`src/rtl/usbp_pkg.sv`:
```
package usbp_pkg;
  localparam int NUM_BITS = 7;
  localparam int BIT_CCS  = 0;
  localparam int BIT_PE   = 2;
  localparam int BIT_OCA  = 4;
  localparam int BIT_FPR  = 6;
  localparam int NUM_CHG  = 3;

  // change bits sit at the odd positions 1, 3, 5
  function automatic int chg_pos(input int idx);
    return 2 * idx + 1;
  endfunction

  // sticky write-one-to-clear: a set event beats a clear
  function automatic logic sticky_next(input logic q, input logic set, input logic clr);
    return set | (q & ~clr);
  endfunction

  // enable: any kill condition beats the completion input
  function automatic logic enable_next(input logic q, input logic kill, input logic done);
    return kill ? 1'b0 : (done | q);
  endfunction
endpackage

```
`src/rtl/usbp_sticky_bit.sv`:
```
module usbp_sticky_bit
  import usbp_pkg::*;
(
  input  logic clk,
  input  logic rst_n,
  input  logic set_i,
  input  logic clr_i,
  output logic q_o
);
  always_ff @(posedge clk) begin
    if (!rst_n) q_o <= 1'b0;
    else        q_o <= sticky_next(q_o, set_i, clr_i);
  end

  assert_set_wins_R8: assert property (@(posedge clk) disable iff (!rst_n)
    set_i |=> q_o);
  // covers the change bits of R3, R5 and R7
  assert_w1c_clear_R3: assert property (@(posedge clk) disable iff (!rst_n)
    (!set_i && clr_i) |=> !q_o);
  assert_hold_R3: assert property (@(posedge clk) disable iff (!rst_n)
    (!set_i && !clr_i) |=> (q_o == $past(q_o)));
endmodule

```
`src/rtl/usbp_enable_ctl.sv`:
```
module usbp_enable_ctl
  import usbp_pkg::*;
(
  input  logic clk,
  input  logic rst_n,
  input  logic disc_i,
  input  logic oc_i,
  input  logic sw_off_i,
  input  logic eof_err_i,
  input  logic done_i,
  output logic pe_o,
  output logic err_dis_o
);
  logic kill;

  assign err_dis_o = eof_err_i & pe_o;
  assign kill      = disc_i | oc_i | sw_off_i | err_dis_o;

  always_ff @(posedge clk) begin
    if (!rst_n) pe_o <= 1'b1;
    else        pe_o <= enable_next(pe_o, kill, done_i);
  end

  assert_hw_only_enable_R4: assert property (@(posedge clk) disable iff (!rst_n)
    !done_i |=> !$rose(pe_o));
  assert_disc_disables_R4: assert property (@(posedge clk) disable iff (!rst_n)
    disc_i |=> !pe_o);
  assert_err_disables_R5: assert property (@(posedge clk) disable iff (!rst_n)
    (eof_err_i && pe_o) |=> !pe_o);
endmodule

```
`src/rtl/usbp_resume_ctl.sv`:
```
module usbp_resume_ctl (
  input  logic clk,
  input  logic rst_n,
  input  logic jk_i,
  input  logic susp_i,
  input  logic wr_en_i,
  input  logic wr_bit_i,
  input  logic idle_i,
  output logic fpr_o,
  output logic pcd_o
);
  logic pend_q;
  logic hw_det, sw_set, sw_clr, clr_now;

  assign hw_det  = jk_i & susp_i & ~fpr_o;
  assign sw_set  = wr_en_i & wr_bit_i;
  assign sw_clr  = wr_en_i & ~wr_bit_i & fpr_o;
  assign clr_now = pend_q & idle_i;

  always_ff @(posedge clk) begin
    if (!rst_n) begin
      fpr_o  <= 1'b0;
      pend_q <= 1'b0;
      pcd_o  <= 1'b0;
    end else begin
      fpr_o  <= hw_det | sw_set | (fpr_o & ~clr_now);
      pend_q <= (hw_det | sw_set | clr_now) ? 1'b0 : (sw_clr | pend_q);
      pcd_o  <= hw_det;
    end
  end

  assert_pulse_on_hw_set_R9: assert property (@(posedge clk) disable iff (!rst_n)
    pcd_o |-> (fpr_o && !$past(fpr_o)));
  assert_pulse_single_R9: assert property (@(posedge clk) disable iff (!rst_n)
    pcd_o |=> !pcd_o);
  assert_sw_set_quiet_R10: assert property (@(posedge clk) disable iff (!rst_n)
    (wr_en_i && wr_bit_i && !(jk_i && susp_i)) |=> !pcd_o);
  assert_hold_until_idle_R11: assert property (@(posedge clk) disable iff (!rst_n)
    (fpr_o && !idle_i) |=> fpr_o);
endmodule

```
`src/rtl/usbp_port_status.sv`:
```
module usbp_port_status
  import usbp_pkg::*;
#(
  parameter int REG_W = 32
) (
  input  logic             clk,
  input  logic             rst_n,
  input  logic             wr_en,
  input  logic [REG_W-1:0] wr_data,
  output logic [REG_W-1:0] rd_data,
  input  logic             dev_present,
  input  logic             jk_detect,
  input  logic             suspended,
  input  logic             oc_sense,
  input  logic             eof_error,
  input  logic             enable_done,
  input  logic             hs_idle,
  output logic             port_enabled,
  output logic             drive_resume,
  output logic             port_change_pulse
);
  logic ccs_q, oca_q, pe_q, fpr_q;
  logic conn_evt, disc_evt, oc_evt, err_dis;
  logic [NUM_CHG-1:0] chg_set, chg_clr, chg_q;
  logic unused_wr_hi;

  assign unused_wr_hi = ^wr_data[REG_W-1:NUM_BITS];

  always_ff @(posedge clk) begin
    if (!rst_n) begin
      ccs_q <= 1'b0;
      oca_q <= 1'b0;
    end else begin
      ccs_q <= dev_present;
      oca_q <= oc_sense;
    end
  end

  assign conn_evt = dev_present ^ ccs_q;
  assign disc_evt = ccs_q & ~dev_present;
  assign oc_evt   = oc_sense ^ oca_q;

  usbp_enable_ctl u_enable (
    .clk       (clk),
    .rst_n     (rst_n),
    .disc_i    (disc_evt),
    .oc_i      (oc_sense),
    .sw_off_i  (wr_en & ~wr_data[BIT_PE]),
    .eof_err_i (eof_error),
    .done_i    (enable_done),
    .pe_o      (pe_q),
    .err_dis_o (err_dis)
  );

  assign chg_set = {oc_evt, err_dis, conn_evt};

  for (genvar i = 0; i < NUM_CHG; i++) begin : g_chg
    assign chg_clr[i] = wr_en & wr_data[chg_pos(i)];
    usbp_sticky_bit u_bit (
      .clk   (clk),
      .rst_n (rst_n),
      .set_i (chg_set[i]),
      .clr_i (chg_clr[i]),
      .q_o   (chg_q[i])
    );
  end

  usbp_resume_ctl u_resume (
    .clk      (clk),
    .rst_n    (rst_n),
    .jk_i     (jk_detect),
    .susp_i   (suspended),
    .wr_en_i  (wr_en),
    .wr_bit_i (wr_data[BIT_FPR]),
    .idle_i   (hs_idle),
    .fpr_o    (fpr_q),
    .pcd_o    (port_change_pulse)
  );

  always_comb begin
    rd_data          = '0;
    rd_data[BIT_CCS] = ccs_q;
    rd_data[BIT_PE]  = pe_q;
    rd_data[BIT_OCA] = oca_q;
    rd_data[BIT_FPR] = fpr_q;
    for (int k = 0; k < NUM_CHG; k++) rd_data[chg_pos(k)] = chg_q[k];
  end

  assign port_enabled = pe_q;
  assign drive_resume = fpr_q;

  assert_oc_disables_R6: assert property (@(posedge clk) disable iff (!rst_n)
    oca_q |-> !pe_q);
  assert_conn_change_R3: assert property (@(posedge clk) disable iff (!rst_n)
    conn_evt |=> chg_q[0]);
  assert_oc_change_R7: assert property (@(posedge clk) disable iff (!rst_n)
    oc_evt |=> chg_q[2]);
endmodule

```
`config.mk`:
```
export PLATFORM = sky130hd
export DESIGN_NAME = usbp_port_status
export DESIGN_NICKNAME = d
export VERILOG_FILES = /design/src/rtl/usbp_pkg.sv /design/src/rtl/usbp_sticky_bit.sv /design/src/rtl/usbp_enable_ctl.sv /design/src/rtl/usbp_resume_ctl.sv /design/src/rtl/usbp_port_status.sv
export SDC_FILE = /design/constraint.sdc
export NUM_CORES = 1
export LEC_CHECK = 0
export CAP_MARGIN = 20
export CORE_AREA = 2 2 52 54
export CTS_BUF_LIST = sky130_fd_sc_hd__clkbuf_8
export CTS_CLUSTER_DIAMETER = 100
export CTS_CLUSTER_SIZE = 16
export DETAILED_ROUTE_END_ITERATION = 7
export DIE_AREA = 0 0 54 56
export PLACE_DENSITY_LB_ADDON = 0.15
export RECOVER_POWER = 100
export SYNTH_ARGS = -nofsm -noshare
export SYNTH_HDL_FRONTEND = slang
export SYNTH_SLANG_ARGS = --single-unit
```
`constraint.sdc`:
```
create_clock -name clk -period 1.4 [get_ports clk]
set_input_delay 0.42 -clock clk [delete_from_list [all_inputs] [get_ports clk]]
set_output_delay 0.42 -clock clk [all_outputs]
set_load 0.02 [all_outputs]
```
==> impl_metrics.py, run 1 <==
metrics = {
    "floorplan": {
        "row_count": 18,
        "die-area_mm2": 0.00302,
        "start_util": 0.251,
        "die_h_um": 56,
        "core_mm2": 0.00243,
        "die_w_um": 54,
        "io_pins": 77,
    },
    "place": {
        "place_inst": 116,
        "gp_congestion": 0.685,
        "io_buffers": 24,
        "hpwl_um": 903,
        "pre_cts_ws_ns": -0.323,
    },
    "timing": {
        "drv_slew": 0,
        "post-route-worst-setup-slack_ns": 0.0489,
        "fin_crit_ns": 1.35,
        "setup_viol": 0,
        "rsz0062_at_grt": "yes",
        "clock.fmax_mhz": 740,
        "tns_ns": 0,
        "holdWs_ns": 0.547,
        "clock_skew_ns": 0.00117,
        "finalHoldViolations": 0,
        "final.period_utilization": 0.965,
    },
    "setup_path": {
        "max_stage_delay_ns": 0.45,
        "critPathCaptureType": "flip-flop",
        "arrival_ns": 1.49,
        "critPathRequiredTime_ns": 1.54,
        "critPathMaxFanout": 2,
        "crit_slowest_cell": "clkdlybuf4s50_1",
        "start_kind": "input pin",
        "crit_chain": "clkdlybuf4s50_1 -> inv_1 -> ha_1 -> or2_1 -> o41ai_2",
        "critical_path_class": "in -> reg",
    },
    "clock_network": {
        "ctsHoldBuffers": 0,
        "htree_num_levels": 1,
        "cts_num_sinks": 9,
        "path_clk_slew_ns": 0.05,
        "clockRootBuffer": "clkbuf_8",
        "cts_buffer_depth": 2,
        "cts_tree": "built",
        "cts_buffers": 3,
        "clk_latency_ns": 0.23,
    },
    "layout": {
        "area_growth_syn_to_layout_pct": 30.4,
        "mostFrequentLayoutCells": "25 x conb_1, 13 x clkdlybuf4s50_1, 9 x dfxtp_1, 8 x dlygate4sd2_1",
        "fill_cells": 275,
        "drive_gt1_frac": 0.133,
        "fin_cells": 120,
        "final_common_cell": "conb_1",
        "finalNetCount": 134,
        "antennaDiodeCount": 0,
    },
    "global_routing": {
        "grt_max_degree": 6,
        "grt_antenna_before_repair": 0,
        "grt_pass1_wl_um": 1590,
        "overflow": 0,
        "grt_pass1_vias": 373,
        "grt_use_total": 0.0794,
    },
    "route": {
        "firstDrtPassIters": 2,
        "vias": 429,
        "drc": 0,
        "wl_per_cell_um": 9.23,
        "wl_um": 1110,
        "ant_nets": 0,
        "via_per_inst": 3.58,
        "first_iter_violations": 2,
    },
    "power_and_ir_drop": {
        "total_power_w": 0.000785,
        "p_sw_w": 0.000235,
        "power_leakage_nw": 0.392,
        "pwr-share-clk": 0.376,
        "irDropWorstVdd_mv": 0.329,
        "comb_power_share": 0.263,
        "power_density_mw_per_mm2": 989,
        "swShare": 0.299,
        "internal-power_w": 0.000551,
        "seqPwrFrac": 0.361,
    },
    "job": {
        "maxCapViolations": 0,
    },
    "logic_synthesis": {
        "ys_types": 21,
        "postSynth.asyncResetShare": 0,
        "ys.flop_type": "dfxtp_1",
        "synth_edf_count": 0,
        "synthCells": 67,
        "netlist_area_um2": 609,
        "yosysSeqAreaShare": 0.296,
        "ys_seq_elements": 9,
        "syn_avg_cell_area_um2": 9.09,
        "yosys_warnings": 0,
    },
    "outcome": {
        "outcome": "finished, final reports clean",
    },
    "min_path": {
        "hold_path.class": "reg -> reg",
    },
}
cells by family (layout without fill, tap and decap cells):
group                      Yosys count  count (layout)  share of synthesized area
AOI/OAI and AO/OA                   10              10                      0.146
and+or+nand+nor                     11              11                      0.111
DFF                                  9               9                      0.296
other                                1              25                    0.00615
xor gates and xnor gates             1               1                     0.0144
adders and majority gates            1               1                     0.0205
buffers and inverters               34              33                      0.407
routing by layer:
| metal | share of wire | vias to the layer above | global-route usage |
|---|---|---|---|
| met4 | 0.050 | 0 | 0.0964 |
| met3 | 0.16 | 5 | 0.0349 |
| met1 | 0.36 | 184 | 0.0682 |
| met2 | 0.43 | 34 | 0.118 |
| li1 | - | 206 | - |
| met5 | 0 | - | 0 |
sequential cells by signal, summed over array words and instances (netlist names):
register,cells
oca_q,1
u_resume.pend_q,1
u_resume.fpr_o,1
ccs_q,1
g_chg.u_bit.q_o,3
u_enable.pe_o,1
u_resume.pcd_o,1
path summary, 6_finish.rpt:
| check | start | endpoint | slack, ns | depth (start not counted) |
|---|---|---|---|---|
| max | dev_present | u_enable.pe_o | 0.05 | 5 |
| min | ccs_q | g_chg[0].u_bit.q_o | 0.55 | 2 |
| max reg2reg | ccs_q | u_enable.pe_o | 0.44 | 3 |
| min reg2reg | ccs_q | g_chg[0].u_bit.q_o | 0.55 | 2 |
power by group through the flow:
stage               Clock (W)  Combinational [W]  Sequential [W]
CTS                  0.000306           0.000207        0.000284
global route         0.000323           0.000222        0.000286
detailed placement          0           0.000221        0.000290
finish               0.000295           0.000206        0.000284
global placement            0           0.000223        0.000289
floorplan                   0           0.000191        0.000295
worst max-delay path: cells and delay by family:
| family | cells | cell delay, ns |
|---|---|---|
| AOI/OAI and AO/OA | 1 | 0.18 |
| adders and majority gates | 1 | 0.18 |
| buffers and inverters | 2 | 0.50 |
| and+or+nand+nor | 1 | 0.21 |
what timing repair did:
item | CTS | global route
pin swaps | 2 | 1
resized for setup | 11 | 2
setup buffers | 0 | 0
setup endpoints to repair | 11 | 3
synthesized netlist by cell type, types with 2 or more instances:
master,number,area (um^2)
a21bo_2,3,30.0
nor2_1,3,11.3
a21oi_1,2,10.0
dfxtp_1,9,180
nor2b_1,2,12.5
buf_4,32,240
inv_1,2,7.51
through the flow:
step                      utilization  area (um^2)
after floorplan                     -          699
after global placement          0.312          759
after detailed placement        0.312          759
after CTS                       0.326          792
after global routing            0.327          795
final                           0.327          795
cell type report:
| class | instances | area, um^2 | area share |
|---|---|---|---|
| clock buffers | 3 | 41.3 | 0.0520 |
| clock inverters | 1 | 3.75 | 0.00472 |
| inverters | 2 | 7.51 | 0.00945 |
| multi-input cells | 48 | 272 | 0.342 |
| flip-flops and latches | 9 | 180 | 0.227 |
| well taps | 30 | 37.5 | 0.0472 |
| repair buffers | 27 | 253 | 0.318 |
Power figures use the tool's default switching activity.
==> inputs of run 2 (changes only) <==
Settings changed: ABC_AREA from default to 1.
==> run 2 against run 1 <==
Effect of this change:
- combinational power grew 2%
- non-clock buffer count shrank 1
- cell count increased by 17%
- wire length fell by 1.4%
- clock skew rose by 0.0019 ns
- maximum frequency is 0.22% lower
- highest routed layer is now met3
- sequential share of layout area is essentially flat
- power down 0.38%
- synthesized cell count up 31%
- count of clock-buffer cells in the layout did not move
- largest power group unchanged
- largest cell class unchanged
==> impl_metrics.py, run 2 <==
metrics = {
    "outcome": {
        "outcome": "finished, final reports clean",
    },
    "floorplan": {
        "die_h_um": 56,
        "row_count": 18,
        "die_w_um": 54,
        "io_pins": 77,
        "start_util": 0.255,
        "core_mm2": 0.00243,
        "die-area_mm2": 0.00302,
    },
    "clock_network": {
        "cts_num_sinks": 9,
        "path_clk_slew_ns": 0.05,
        "htree_num_levels": 1,
        "postCtsSetupRepairBufs": 0,
        "ctsHoldBuffers": 0,
        "cts_buffers": 3,
        "cts_buffer_depth": 2,
        "clk_latency_ns": 0.23,
        "cts_tree": "built",
        "clockRootBuffer": "clkbuf_8",
    },
    "place": {
        "hpwl_um": 876,
        "place_inst": 136,
        "gp_congestion": 0.657,
        "io_buffers": 24,
    },
    "logic_synthesis": {
        "syn_avg_cell_area_um2": 7.05,
        "yosysMostFrequentCell": "buf_4",
        "yosysSeqAreaShare": 0.290,
        "yosys_warnings": 0,
        "ys_types": 13,
        "yosysTopAreaCell": "buf_4",
        "synth_common_cells": "32 x buf_4, 23 x nand2_1, 11 x inv_1",
        "synthCells": 88,
        "postSynth.asyncResetShare": 0,
        "synth.area.top_cells": "buf_4 39%, dfxtp_1 29%, nand2_1 14%",
        "netlist_area_um2": 621,
        "ys.flop_type": "dfxtp_1",
        "synth_edf_count": 0,
        "synth.top_cell.area_share": 0.387,
        "ys_seq_elements": 9,
    },
    "setup_path": {
        "critical_path_class": "reg -> out",
        "crit_chain": "dlygate4sd2_1",
        "startpoint": "u_enable.pe_o",
        "crit_slowest_cell": "dfxtp_1",
        "path_buf_inv": 1,
        "crit_family": "flip-flops",
        "r2r_cells": 6,
        "critPathRequiredTime_ns": 0.98,
        "critPathMaxFanout": 4,
        "r2r_slack_ns": 0.54,
        "r2r-end": "u_resume.fpr_o",
        "r2r-start": "u_resume.fpr_o",
        "start_kind": "flip-flop",
        "critPathCaptureType": "output pin",
        "max_stage_delay_ns": 0.36,
        "arrival_ns": 0.93,
    },
    "timing": {
        "clock.fmax_mhz": 739,
        "rsz0062_at_grt": "no",
        "tns_ns": 0,
        "clock_skew_ns": 0.00304,
        "final.period_utilization": 0.967,
        "drv_slew": 0,
        "finalHoldViolations": 0,
        "setup_viol": 0,
        "fin_crit_ns": 1.35,
    },
    "power_and_ir_drop": {
        "irDropWorstVdd_mv": 0.509,
        "power_leakage_nw": 0.455,
        "total_power_w": 0.000782,
        "power_density_mw_per_mm2": 986,
    },
    "min_path": {
        "hold_path.class": "reg -> reg",
        "hp-start": "g_chg[0].u_bit.q_o",
        "hold_path_depth": 2,
        "min_to": "g_chg[0].u_bit.q_o",
    },
    "layout": {
        "finalNetCount": 154,
        "mostFrequentLayoutCells": "25 x conb_1, 23 x nand2_1, 13 x inv_1, 11 x clkdlybuf4s50_1",
        "multi_input_area_um2": 245,
        "drive_gt1_frac": 0.0545,
        "antennaDiodeCount": 0,
        "seqCellArea_um2": 180,
        "final_common_cell": "conb_1",
        "fill_cells": 265,
        "largest_register": "g_chg.u_bit.q_o",
        "area_growth_syn_to_layout_pct": 27.8,
        "largest_register_ffs": 3,
        "fin_cells": 140,
    },
    "route": {
        "wl_per_cell_um": 7.80,
        "via_per_inst": 3.36,
        "first_iter_violations": 1,
        "vias": 470,
        "drc": 0,
        "firstDrtPassIters": 2,
        "wl_um": 1090,
        "ant_nets": 0,
    },
    "global_routing": {
        "grt_antenna_before_repair": 0,
        "grt_pass1_vias": 357,
        "grt_use_total": 0.0699,
        "overflow": 0,
        "grt_max_degree": 7,
        "grt_pass1_wl_um": 1520,
    },
    "job": {
        "maxCapViolations": 0,
    },
}
[run 2: cell count changes in the layout (fill, tap and decap cells not counted), sizes merged, moves of 2 or more]
cell	change
nand2	+22
inv	+10
a21bo	-3
a21oi	+2
and2	-2
buf	-2
clkdlybuf4s50	-2
dlygate4sd3	+2
nand3	+2
nor2b	-2
[run 2: what timing repair did]
item / 4_1_cts / 5_1_grt
endpoints found under the hold margin: 0 / 0
endpoints found under the setup margin: 10 / 1
resized for setup: 10 / 1
[run 2: how the worst max path moves through the flow]
| stage | end | slack [ns] | cells past startpoint |
|---|---|---|---|
| floorplan | rd_data[6] | 0.32 | 1 |
| global placement | u_enable.pe_o | -0.09 | 6 |
| detailed placement | u_enable.pe_o | -0.12 | 6 |
| CTS | rd_data[2] | 0.04 | 1 |
| global route | rd_data[2] | 0.002 | 1 |
| finish | rd_data[2] | 0.05 | 1 |
[run 2: kinds of logic after synthesis]
family / after synthesis / synth area share
simple gates: 28 / 0.177
flops: 9 / 0.290
buf+inv: 44 / 0.460
fa+ha+maj: 1 / 0.0202
compound gates: 5 / 0.0464
other cells: 1 / 0.00604
[run 2: area by class of cell]
cell class              instances  area share
multi-input cells              59       0.309
inverters                      12      0.0568
clock inverters                 1     0.00473
repair buffers                 26       0.303
flip-flops and latches          9       0.227
clock buffers                   3      0.0521
well taps                      30      0.0473
[run 2: power by group]
group	switching [W]	internal (W)	leakage, nW
sequential	0.00000972	0.000276	0.0748
clock	0.0000963	0.000190	0.0269
combinational	0.000135	0.0000754	0.353
[run 2: routing by layer]
metal	vias to the layer above	GRT usage	part of all wire
li1	246	-	-
met1	192	0.0862	0.42
met2	32	0.106	0.45
met3	0	0.0403	0.13
met4	0	0.0107	0
met5	-	0	0
[run 2: per-stage QoR]
stage                     hold WS (ns)  cell area [um^2]  setup WS, ns  utilization
final                            0.464               793        0.0459        0.326
after global routing             0.487               793       0.00195        0.326
after CTS                        0.465               796        0.0435        0.327
after detailed placement         0.454               763        -0.116        0.314
after global placement           0.456               763       -0.0893        0.314
after floorplan                  0.438               711         0.321            -
